[src/rtl/sram_ctl_pkg.sv]
package sram_ctl_pkg;

  typedef enum logic [2:0] {
    ST_IDLE   = 3'd0,
    ST_RD     = 3'd1,
    ST_RREL   = 3'd2,
    ST_WTURN  = 3'd3,
    ST_WSET   = 3'd4,
    ST_WPULSE = 3'd5,
    ST_WHOLD  = 3'd6
  } st_t;

  typedef struct packed {
    logic ce_n;
    logic oe_n;
    logic we_n;
    logic drv;
  } pins_t;

  // Memory-side pin levels for each phase
  function automatic pins_t pins_of(st_t s);
    pins_t p;
    p = '{ce_n: 1'b1, oe_n: 1'b1, we_n: 1'b1, drv: 1'b0};
    case (s)
      ST_RD:     begin p.ce_n = 1'b0; p.oe_n = 1'b0; end
      ST_WTURN:  p.ce_n = 1'b0;
      ST_WSET,
      ST_WHOLD:  begin p.ce_n = 1'b0; p.drv = 1'b1; end
      ST_WPULSE: begin p.ce_n = 1'b0; p.we_n = 1'b0; p.drv = 1'b1; end
      default:   ;
    endcase
    return p;
  endfunction

  // Number of cycles spent in a phase
  function automatic int stay_cycles(st_t s, int rd, int trn, int setc, int pul);
    case (s)
      ST_RD:     return rd;
      ST_RREL:   return trn;
      ST_WTURN:  return trn;
      ST_WSET:   return setc;
      ST_WPULSE: return pul;
      default:   return 1;
    endcase
  endfunction

  // Counter preload for a phase lasting the given number of cycles
  function automatic int to_load(int cycles);
    return (cycles > 1) ? cycles - 1 : 0;
  endfunction

  function automatic int max4(int a, int b, int c, int d);
    int m;
    m = a;
    if (b > m) m = b;
    if (c > m) m = c;
    if (d > m) m = d;
    return m;
  endfunction

endpackage

[src/rtl/sram_ctl_timer.sv]
module sram_ctl_timer #(
  parameter int CW = 4
) (
  input  logic          clk,
  input  logic          rst_n,
  input  logic          load,
  input  logic [CW-1:0] load_val,
  output logic          expired
);

  logic [CW-1:0] cnt_q;

  always_ff @(posedge clk) begin
    if (!rst_n)                cnt_q <= '0;
    else if (load)             cnt_q <= load_val;
    else if (cnt_q != '0)      cnt_q <= cnt_q - 1'b1;
  end

  assign expired = (cnt_q == '0);

endmodule

[src/rtl/sram_ctl_seq.sv]
module sram_ctl_seq
  import sram_ctl_pkg::*;
#(
  parameter int RD_WAIT  = 3,
  parameter int TURN     = 1,
  parameter int WR_SETUP = 1,
  parameter int WR_PULSE = 2,
  parameter int CW       = 3
) (
  input  logic          clk,
  input  logic          rst_n,
  input  logic          req,
  input  logic          req_wr,
  input  logic          expired,
  output st_t           st_next,
  output logic          ready,
  output logic          done,
  output logic          accept,
  output logic          capture,
  output logic          tmr_load,
  output logic [CW-1:0] tmr_val
);

  st_t  st_q, st_d;
  logic done_q;

  assign ready   = (st_q == ST_IDLE);
  assign accept  = ready && req;
  assign capture = (st_q == ST_RD) && expired;

  always_comb begin
    st_d = st_q;
    case (st_q)
      ST_IDLE:   if (req) st_d = req_wr ? ST_WTURN : ST_RD;
      ST_RD:     if (expired) st_d = ST_RREL;
      ST_RREL:   if (expired) st_d = ST_IDLE;
      ST_WTURN:  if (expired) st_d = ST_WSET;
      ST_WSET:   if (expired) st_d = ST_WPULSE;
      ST_WPULSE: if (expired) st_d = ST_WHOLD;
      ST_WHOLD:  st_d = ST_IDLE;
      default:   st_d = ST_IDLE;
    endcase
  end

  assign st_next  = st_d;
  assign tmr_load = (st_d != st_q);
  assign tmr_val  = CW'(to_load(stay_cycles(st_d, RD_WAIT, TURN, WR_SETUP, WR_PULSE)));

  always_ff @(posedge clk) begin
    if (!rst_n) begin
      st_q   <= ST_IDLE;
      done_q <= 1'b0;
    end else begin
      st_q   <= st_d;
      done_q <= ((st_q == ST_RD) && (st_d == ST_RREL)) ||
                ((st_q == ST_WPULSE) && (st_d == ST_WHOLD));
    end
  end

  assign done = done_q;

  // completion is a single-cycle pulse
  p_done_single_r9: assert property (@(posedge clk) disable iff (!rst_n)
    done |=> !done);

  // leaving idle always stems from a request seen while idle
  p_start_needs_req_r8: assert property (@(posedge clk) disable iff (!rst_n)
    $fell(ready) |-> $past(req));

endmodule

[src/rtl/sram_ctl_dp.sv]
module sram_ctl_dp #(
  parameter int AW = 15,
  parameter int DW = 8
) (
  input  logic          clk,
  input  logic          rst_n,
  input  logic          accept,
  input  logic          capture,
  input  logic [AW-1:0] req_addr,
  input  logic [DW-1:0] req_wdata,
  input  logic [DW-1:0] mem_dq_in,
  output logic [AW-1:0] mem_addr,
  output logic [DW-1:0] mem_dq_out,
  output logic [DW-1:0] rd_data
);

  always_ff @(posedge clk) begin
    if (!rst_n) begin
      mem_addr   <= '0;
      mem_dq_out <= '0;
      rd_data    <= '0;
    end else begin
      if (accept) begin
        mem_addr   <= req_addr;
        mem_dq_out <= req_wdata;
      end
      if (capture) rd_data <= mem_dq_in;
    end
  end

endmodule

[src/rtl/sram_ctl.sv]
module sram_ctl
  import sram_ctl_pkg::*;
#(
  parameter int AW       = 15,
  parameter int DW       = 8,
  parameter int RD_WAIT  = 3,
  parameter int TURN     = 1,
  parameter int WR_SETUP = 1,
  parameter int WR_PULSE = 2
) (
  input  logic          clk,
  input  logic          rst_n,
  input  logic          req,
  input  logic          req_wr,
  input  logic [AW-1:0] req_addr,
  input  logic [DW-1:0] req_wdata,
  output logic [DW-1:0] rd_data,
  output logic          ready,
  output logic          done,
  output logic          mem_ce_n,
  output logic          mem_oe_n,
  output logic          mem_we_n,
  output logic [AW-1:0] mem_addr,
  output logic [DW-1:0] mem_dq_out,
  output logic          mem_dq_oe,
  input  logic [DW-1:0] mem_dq_in
);

  localparam int MAXC = max4(RD_WAIT, TURN, WR_SETUP, WR_PULSE);
  localparam int CW   = $clog2(MAXC + 1) + 1;

  st_t           st_next;
  logic          accept, capture, tmr_load, expired;
  logic [CW-1:0] tmr_val;
  pins_t         pins_q;

  sram_ctl_seq #(
    .RD_WAIT(RD_WAIT), .TURN(TURN), .WR_SETUP(WR_SETUP),
    .WR_PULSE(WR_PULSE), .CW(CW)
  ) u_seq (
    .clk(clk), .rst_n(rst_n), .req(req), .req_wr(req_wr),
    .expired(expired), .st_next(st_next), .ready(ready), .done(done),
    .accept(accept), .capture(capture), .tmr_load(tmr_load), .tmr_val(tmr_val)
  );

  sram_ctl_timer #(.CW(CW)) u_tmr (
    .clk(clk), .rst_n(rst_n), .load(tmr_load), .load_val(tmr_val),
    .expired(expired)
  );

  sram_ctl_dp #(.AW(AW), .DW(DW)) u_dp (
    .clk(clk), .rst_n(rst_n), .accept(accept), .capture(capture),
    .req_addr(req_addr), .req_wdata(req_wdata), .mem_dq_in(mem_dq_in),
    .mem_addr(mem_addr), .mem_dq_out(mem_dq_out), .rd_data(rd_data)
  );

  // Strobes registered from the next phase: glitch-free and aligned to the state
  always_ff @(posedge clk) begin
    if (!rst_n) pins_q <= '{ce_n: 1'b1, oe_n: 1'b1, we_n: 1'b1, drv: 1'b0};
    else        pins_q <= pins_of(st_next);
  end

  assign mem_ce_n  = pins_q.ce_n;
  assign mem_oe_n  = pins_q.oe_n;
  assign mem_we_n  = pins_q.we_n;
  assign mem_dq_oe = pins_q.drv;

  // idle means quiet pins
  p_idle_quiet_r1: assert property (@(posedge clk) disable iff (!rst_n)
    ready |-> (mem_ce_n && mem_oe_n && mem_we_n && !mem_dq_oe));

  // never drive together with the memory's output enable
  p_no_contend_r6: assert property (@(posedge clk) disable iff (!rst_n)
    mem_dq_oe |-> mem_oe_n);

  // one release cycle after output enable before driving
  p_release_gap_r6: assert property (@(posedge clk) disable iff (!rst_n)
    $past(!mem_oe_n) |-> !mem_dq_oe);

  // write strobe only under chip select with data driven
  p_we_framed_r4: assert property (@(posedge clk) disable iff (!rst_n)
    !mem_we_n |-> (!mem_ce_n && mem_dq_oe && mem_oe_n));

  // address and outgoing data steady under chip select
  p_addr_hold_r7: assert property (@(posedge clk) disable iff (!rst_n)
    (!mem_ce_n && $past(!mem_ce_n)) |-> ($stable(mem_addr) && $stable(mem_dq_out)));

  // read byte changes only alongside a completion
  p_rdata_hold_r10: assert property (@(posedge clk) disable iff (!rst_n)
    !$stable(rd_data) |-> done);

endmodule

[config.mk]
export PLATFORM = sky130hd
export DESIGN_NAME = sram_ctl
export DESIGN_NICKNAME = d
export VERILOG_FILES = /design/src/rtl/sram_ctl_pkg.sv /design/src/rtl/sram_ctl_timer.sv /design/src/rtl/sram_ctl_seq.sv /design/src/rtl/sram_ctl_dp.sv /design/src/rtl/sram_ctl.sv
export SDC_FILE = /design/constraint.sdc
export NUM_CORES = 1
export LEC_CHECK = 0
export BUFFER_PORTS_ARGS = -buffer_cell sky130_fd_sc_hd__buf_2
export CAP_MARGIN = 20
export CELL_PAD_IN_SITES_DETAIL_PLACEMENT = 1
export CELL_PAD_IN_SITES_GLOBAL_PLACEMENT = 2
export CORE_MARGIN = 2
export CORE_UTILIZATION = 26
export CTS_CLUSTER_SIZE = 25
export DETAILED_ROUTE_END_ITERATION = 8
export PLACE_DENSITY_LB_ADDON = 0.1
export SLEW_MARGIN = 20
export SYNTH_ARGS = -nofsm -noshare
export SYNTH_HDL_FRONTEND = slang
export SYNTH_SLANG_ARGS = --single-unit
[constraint.sdc]
create_clock -name clk -period 2.25 [get_ports clk]
set_input_delay 0.1125 -clock clk [delete_from_list [all_inputs] [get_ports clk]]
set_output_delay 0.1125 -clock clk [all_outputs]
set_load 0.01 [all_outputs]
==> flow_summary_export.csv, run 1 <==
group,metric,value,unit
outcome,status,"complete, but fails checks",
outcome,violations,"design-rule violations",
clock_network,cts_root_buffer,"clkbuf_8",
sta,fin_setup_tns,0,ns
detailed_routing,wl,4550,um
clock_network,clk_latency,0.29,ns
min_path,hp-class,"primary input to flop",
synthesis,yosys_warnings,0,
global_route,grt_usage,12.9,%
worst_setup_path,critPathRequiredTime,2.44,ns
synthesis,seq_area_frac_synth,48.4,%
detailed_routing,drc_errors,7,
floorplan,die_area,7350,um2
placed_design,hpwl,3130,um
worst_setup_path,critPathKind,"flop to flop",
synthesis,syn_avg_cell_area,9.05,um2
synthesis,async_flop_share,0,%
run,max_cap_viol_count,0,
sta,worst_pin_slew,0.672,ns
clock_network,cts_max_level,2,
detailed_routing,num_vias,1528,
floorplan,initial_core_util,27.0,%
sta,rsz0062_at_grt,"false",
detailed_routing,firstDrtPassIters,9,
sta,hold_viol_final,0,
detailed_routing,ant_nets,0,
clock_network,cts_tree,"yes",
clock_network,cts_num_sinks,42,
sta,max_slew_margin,55.2,%
synthesis,netlist_instances,192,
synthesis,ys_ff_latch,42,
finish,final_common_cell,"buf_2",
global_route,antenna_found_initial,0,
synthesis,synth_edf_count,0,
synthesis,synthFlopType,"dfxtp_1",
synthesis,yosysUniqueCellTypes,34,
global_route,gr-total-overflow,0,
sta,min_period,1.75,ns
sta,setup_viol,0,
finish,final_cell_mix,"71 x buf_2, 49 x nand2_1, 42 x dfxtp_1",
floorplan,io-pin-count,72,
detailed_routing,avgRoutedWirePerCell,13.3,um
clock_network,cts_hold_buffers,0,
finish,drive_gt1_share,33.0,%
synthesis,syn-num-nets,229,
sta,fin_skew,0.00460,ns
worst_setup_path,cp_max_fo,8,
power,ir_drop,390,uV
global_route,grt_pass1_wl,7520,um
global_route,first_global_vias,1599,
floorplan,die_x,85.7,um
placed_design,post-place-ws,0.478,ns
placed_design,port_buffers,71,
clock_network,cts_max_path_buffers,2,
detailed_routing,drt_iter0_markers,54,
placed_design,gp_congestion,0.679,
clock_network,clkTransAtPathRegs,0.08,ns
clock_network,ctsResizeCount,0,
sta,max_freq,573,MHz
sta,finalMaxSlewViolations,0,
detailed_routing,avgViaCountPerCell,4.48,
finish,area_growth,32.3,%
clock_network,cts_setup_buffers,0,
synthesis,syn-cell-area,1740,um2
worst_setup_path,crit_path_end_kind,"flop",
global_route,grt_max_degree,43,
worst_setup_path,cp_data_arrival_time,1.94,ns
clock_network,cts_made_buffers,5,
finish,nNetsFinal,300,
power,p_per_area,1050,nW/um2
finish,antenna_cells,0,
worst_setup_path,start_kind,"flop",
floorplan,fp.dieH,85.7,um
sta,worst_slack,0.504,ns
floorplan,num_rows,29,
floorplan,core_region_area,6420,um2
sta,period_share,77.6,%
power,p_leak,1.03,nW
==> flip-flops by register name, summed over array words and instances, names as in the netlist <==
name and cells:
mem_oe_n 1, u_dp.mem_dq_out 8, u_seq.done 1, u_dp.mem_addr 15, u_tmr.cnt_q 3, mem_we_n 1, u_seq.st_q 3, u_dp.rd_data 8
mem_ce_n 1, mem_dq_oe 1
==> worst paths after layout <==
path	from	end	slack (ns)	cells past startpoint
setup / recovery	u_tmr.cnt_q[0]$_SDFFE_PN0P_	u_dp.rd_data[3]$_SDFFE_PN0P_	0.50	7
hold / removal	req_addr[12]	u_dp.mem_addr[12]$_SDFFE_PN0P_	0.05	3
setup reg to reg	u_tmr.cnt_q[0]$_SDFFE_PN0P_	u_dp.rd_data[3]$_SDFFE_PN0P_	0.50	7
hold reg to reg	u_dp.mem_addr[6]$_SDFFE_PN0P_	u_dp.mem_addr[6]$_SDFFE_PN0P_	0.45	2
==> area by class of cell <==
type                       count  area (um2)
clock buffer                   7        76.3
multi-input combinational    132         820
timing repair buffer          78         420
inverter                       4        15.0
fill                         778        4120
clock inverter                 1        30.0
tap                           77        96.3
sequential                    42         841
==> critical path, cell delays in order (launching register included) <==
cell	delay (ns)
dfxtp_1	0.32
inv_1	0.06
ha_1	0.15
ha_1	0.30
nor4bb_2	0.32
buf_4	0.23
mux2i_1	0.21
nor2b_1	0.06
==> where the power goes <==
part / total (mW) / internal, mW / leakage [nW] / switching [mW]
combinational: 0.890 / 0.393 / 0.635 / 0.497
clock: 0.588 / 0.332 / 0.0524 / 0.256
sequential: 0.928 / 0.873 / 0.344 / 0.0556
==> metrics by stage <==
step                util (%)  hold WS [ns]  power, mW  instance area [um2]  cells
CTS                     35.8        0.0421       2.46                 2300    341
finish                  35.8        0.0500       2.41                 2300    341
floorplan                  -         0.235       1.53                 1740    192
global placement        34.1         0.362       1.86                 2190    333
detailed placement      34.1         0.362       1.86                 2190    333
global route            35.8        0.0518       2.61                 2300    341
==> Yosys cell counts (all sizes together), types with 2 or more instances <==
master  number  share of area, %
o21a         2              0.86
xor2         2               1.0
buf          7               2.9
a21boi      26                11
nor3b        3               1.3
dfxtp       42                48
a21oi        4               1.2
inv          4              0.86
nor2         3              0.65
clkbuf       7               1.5
ha           2               1.4
nand2b       2              0.72
nor2b       10               3.6
mux2i       10               5.8
nand2       49                11
o21ai        4               1.2
==> logic make-up (layout without fill, tap and decap cells) <==
group	Yosys count	count (layout)	share of synthesized area (%)
AO/OA/AOI/OAI	38	38	15.3
XOR/XNOR	2	2	1.01
adder cells (fa/ha/maj)	2	2	1.44
buffers and inverters	18	90	5.26
flip-flops	42	42	48.4
multiplexers	10	10	5.76
AND/OR/NAND/NOR	80	80	22.8
==> metal layers <==
metal,share of wire [%],GRT usage [%],vias up
li1,-,-,775
met2,42,20.3,43
met5,0,0,-
met1,50,17.1,704
met4,1.2,3.90,0
met3,6.5,3.66,6
No activity file was read; power rests on OpenSTA's default activity.
==> run 2: changes to the inputs <==
--- a/config.mk
+++ b/config.mk
@@ -10,7 +10,7 @@
 export CELL_PAD_IN_SITES_DETAIL_PLACEMENT = 1
 export CELL_PAD_IN_SITES_GLOBAL_PLACEMENT = 2
 export CORE_MARGIN = 2
-export CORE_UTILIZATION = 26
+export CORE_UTILIZATION = 24
 export CTS_CLUSTER_SIZE = 25
 export DETAILED_ROUTE_END_ITERATION = 8
 export PLACE_DENSITY_LB_ADDON = 0.1
==> constraint.sdc (replaced) <==
create_clock -name clk -period 1.4 [get_ports clk]
set_input_delay 0.07 -clock clk [delete_from_list [all_inputs] [get_ports clk]]
set_output_delay 0.07 -clock clk [all_outputs]
set_load 0.01 [all_outputs]
==> flow_summary_export.csv, run 2 (synthesized netlist as in run 1, its figures left out) <==
group,metric,value,unit
worst_setup_path,path_cells,"inv_2, ha_4, ha_4, nor4bb_4, buf_6, mux2i_1, nor2b_1",
placed_design,place_area,2350,um2
min_path,hp-class,"primary input to flop",
sta,hold_viol_final,0,
floorplan,die_x,89.1,um
power,clkPwrFrac,19.5,%
power,comb_power_share,44.1,%
sta,setup_viol,8,
clock_network,cts_max_path_buffers,2,
finish,multi_input_area,875,um2
worst_setup_path,critPathMaxStageDelay,0.33,ns
power,power_frac_seq,36.4,%
global_route,grt_max_degree,26,
worst_setup_path,critPathRequiredTime,1.58,ns
detailed_routing,num_vias,1642,
detailed_routing,firstDrtPassIters,2,
sta,worst_slack,-0.0539,ns
sta,worst_pin_slew,0.341,ns
finish,fin_area,2660,um2
worst_setup_path,cp_max_fo,8,
worst_setup_path,start_kind,"flop",
sta,period_share,104,%
finish,area_growth,53.2,%
worst_setup_path,rr_worst_depth,7,
power,p_sw_share,33.9,%
floorplan,io-pin-count,72,
worst_setup_path,crit_path_end_kind,"flop",
worst_setup_path,critPathKind,"flop to flop",
power,p_switching,1.41,mW
floorplan,die_area,7930,um2
finish,largest_register_ffs,15,
global_route,grt_usage,12.9,%
detailed_routing,ant_nets,0,
sta,fin_skew,0.00628,ns
outcome,violations,"negative setup slack",
detailed_routing,avgRoutedWirePerCell,12.6,um
floorplan,num_rows,31,
clock_network,cts_max_level,2,
sta,finalHoldWorstSlack,0.0137,ns
clock_network,cts_root_buffer,"clkbuf_8",
power,p_per_area,1560,nW/um2
global_route,antenna_found_initial,0,
detailed_routing,drc_errors,0,
finish,nNetsFinal,329,
sta,fin_setup_tns,-0.234,ns
sta,min_period,1.45,ns
floorplan,fp.dieH,89.1,um
finish,drive_gt1_share,39.2,%
clock_network,cts_made_buffers,5,
finish,reg_top3,"u_dp.mem_addr (15), u_dp.mem_dq_out (8), u_dp.rd_data (8)",
placed_design,hpwl,3440,um
detailed_routing,avgViaCountPerCell,4.19,
placed_design,gp_congestion,0.724,
run,max_cap_viol_count,0,
finish,regMostFlops,"u_dp.mem_addr",
detailed_routing,drt_iter0_markers,20,
sta,rsz0062_at_grt,"true",
sta,finalMaxSlewViolations,0,
global_route,gr-total-overflow,0,
worst_setup_path,crit_path_frequent_cell,"ha_4",
finish,layout.area.seq,848,um2
clock_network,cts_tree,"yes",
outcome,status,"complete, but fails checks",
worst_setup_path,cp_data_arrival_time,1.64,ns
power,p_int,2.75,mW
clock_network,clkTransAtPathRegs,0.08,ns
clock_network,clk_latency,0.29,ns
global_route,first_global_vias,1701,
floorplan,core_region_area,7140,um2
power,p_leak,1.18,nW
finish,num-fill-cells,900,
worst_setup_path,worst_path_max_delay_cell,"dfxtp_2",
finish,antenna_cells,0,
finish,fin_util,37.3,%
power,ir_drop,710,uV
global_route,grt_pass1_wl,7770,um
finish,final_cell_mix,"71 x buf_2, 48 x nand2_1, 38 x dfxtp_1",
sta,max_slew_margin,77.3,%
detailed_routing,wl,4930,um
placed_design,port_buffers,71,
min_path,holdPathStages,3,
floorplan,initial_core_util,24.3,%
clock_network,cts_num_sinks,42,
sta,max_freq,688,MHz
finish,final_common_cell,"buf_2",
[run 2: changes by cell type in the layout (fill, tap and decap cells not counted), sizes merged]
cell / change
clkinv: +1
buf: +14
dlygate4sd3: +15
bufinv: -1
[run 2: worst paths after layout]
path                                                      end  slack (ns)                          start
worst max-delay path             u_dp.rd_data[3]$_SDFFE_PN0P_       -0.05    u_tmr.cnt_q[1]$_SDFFE_PN0P_
worst min-delay path            u_dp.mem_addr[2]$_SDFFE_PN0P_        0.01                    req_addr[2]
worst max register to register   u_dp.rd_data[3]$_SDFFE_PN0P_       -0.05    u_tmr.cnt_q[1]$_SDFFE_PN0P_
worst min register to register  u_dp.mem_addr[9]$_SDFFE_PN0P_        0.45  u_dp.mem_addr[9]$_SDFFE_PN0P_
[run 2: layout make-up]
type                            instances  share of cell area, %
Clock inverter                          1                  0.188
Timing Repair Buffer                  107                   26.6
Tap cell                               99                   4.66
Clock buffer                            7                   3.25
Inverter                                4                  0.564
Multi-Input combinational cell        132                   32.9
Sequential cell                        42                   31.9
[run 2: timing repair]
item	in CTS	in global routing
setup endpoints to repair	30	30
buffers inserted	1	1
hold buffers	14	1
endpoints found under the hold margin	14	1
pin swaps	1	4
resized for setup	7	12
[run 2: per-layer routing]
| metal | GRT usage, % | vias up | share of wire [%] |
|---|---|---|---|
| li1 | - | 837 | - |
| met4 | 5.29 | 0 | 1.3 |
| met1 | 14.8 | 760 | 44 |
| met3 | 3.23 | 6 | 4.7 |
| met2 | 22.7 | 39 | 50 |
| met5 | 0 | - | 0 |
[run 2: stage by stage]
step	worst slack, ns	power, mW	instances
global placement	-0.0704	3.22	367
global route	-0.151	4.54	392
floorplan	0.00846	2.55	192
finish	-0.0539	4.16	392
CTS	-0.0704	4.19	390
detailed placement	-0.137	3.23	367
[run 2: critical path: cells and delay by family, from the launching register on]
| kind | cells | cell delay [ns] |
|---|---|---|
| buf+inv | 2 | 0.25 |
| simple gates | 2 | 0.27 |
| flops | 1 | 0.33 |
| fa+ha+maj | 2 | 0.29 |
| mux | 1 | 0.20 |
[run 2: power groups by stage]
stage | clock (mW) | combinational (mW) | sequential, mW
detailed placement | 0 | 1.69 | 1.53
global route | 0.924 | 2.07 | 1.54
CTS | 0.864 | 1.81 | 1.51
finish | 0.810 | 1.84 | 1.51
global placement | 0 | 1.69 | 1.53
floorplan | 0 | 0.929 | 1.62
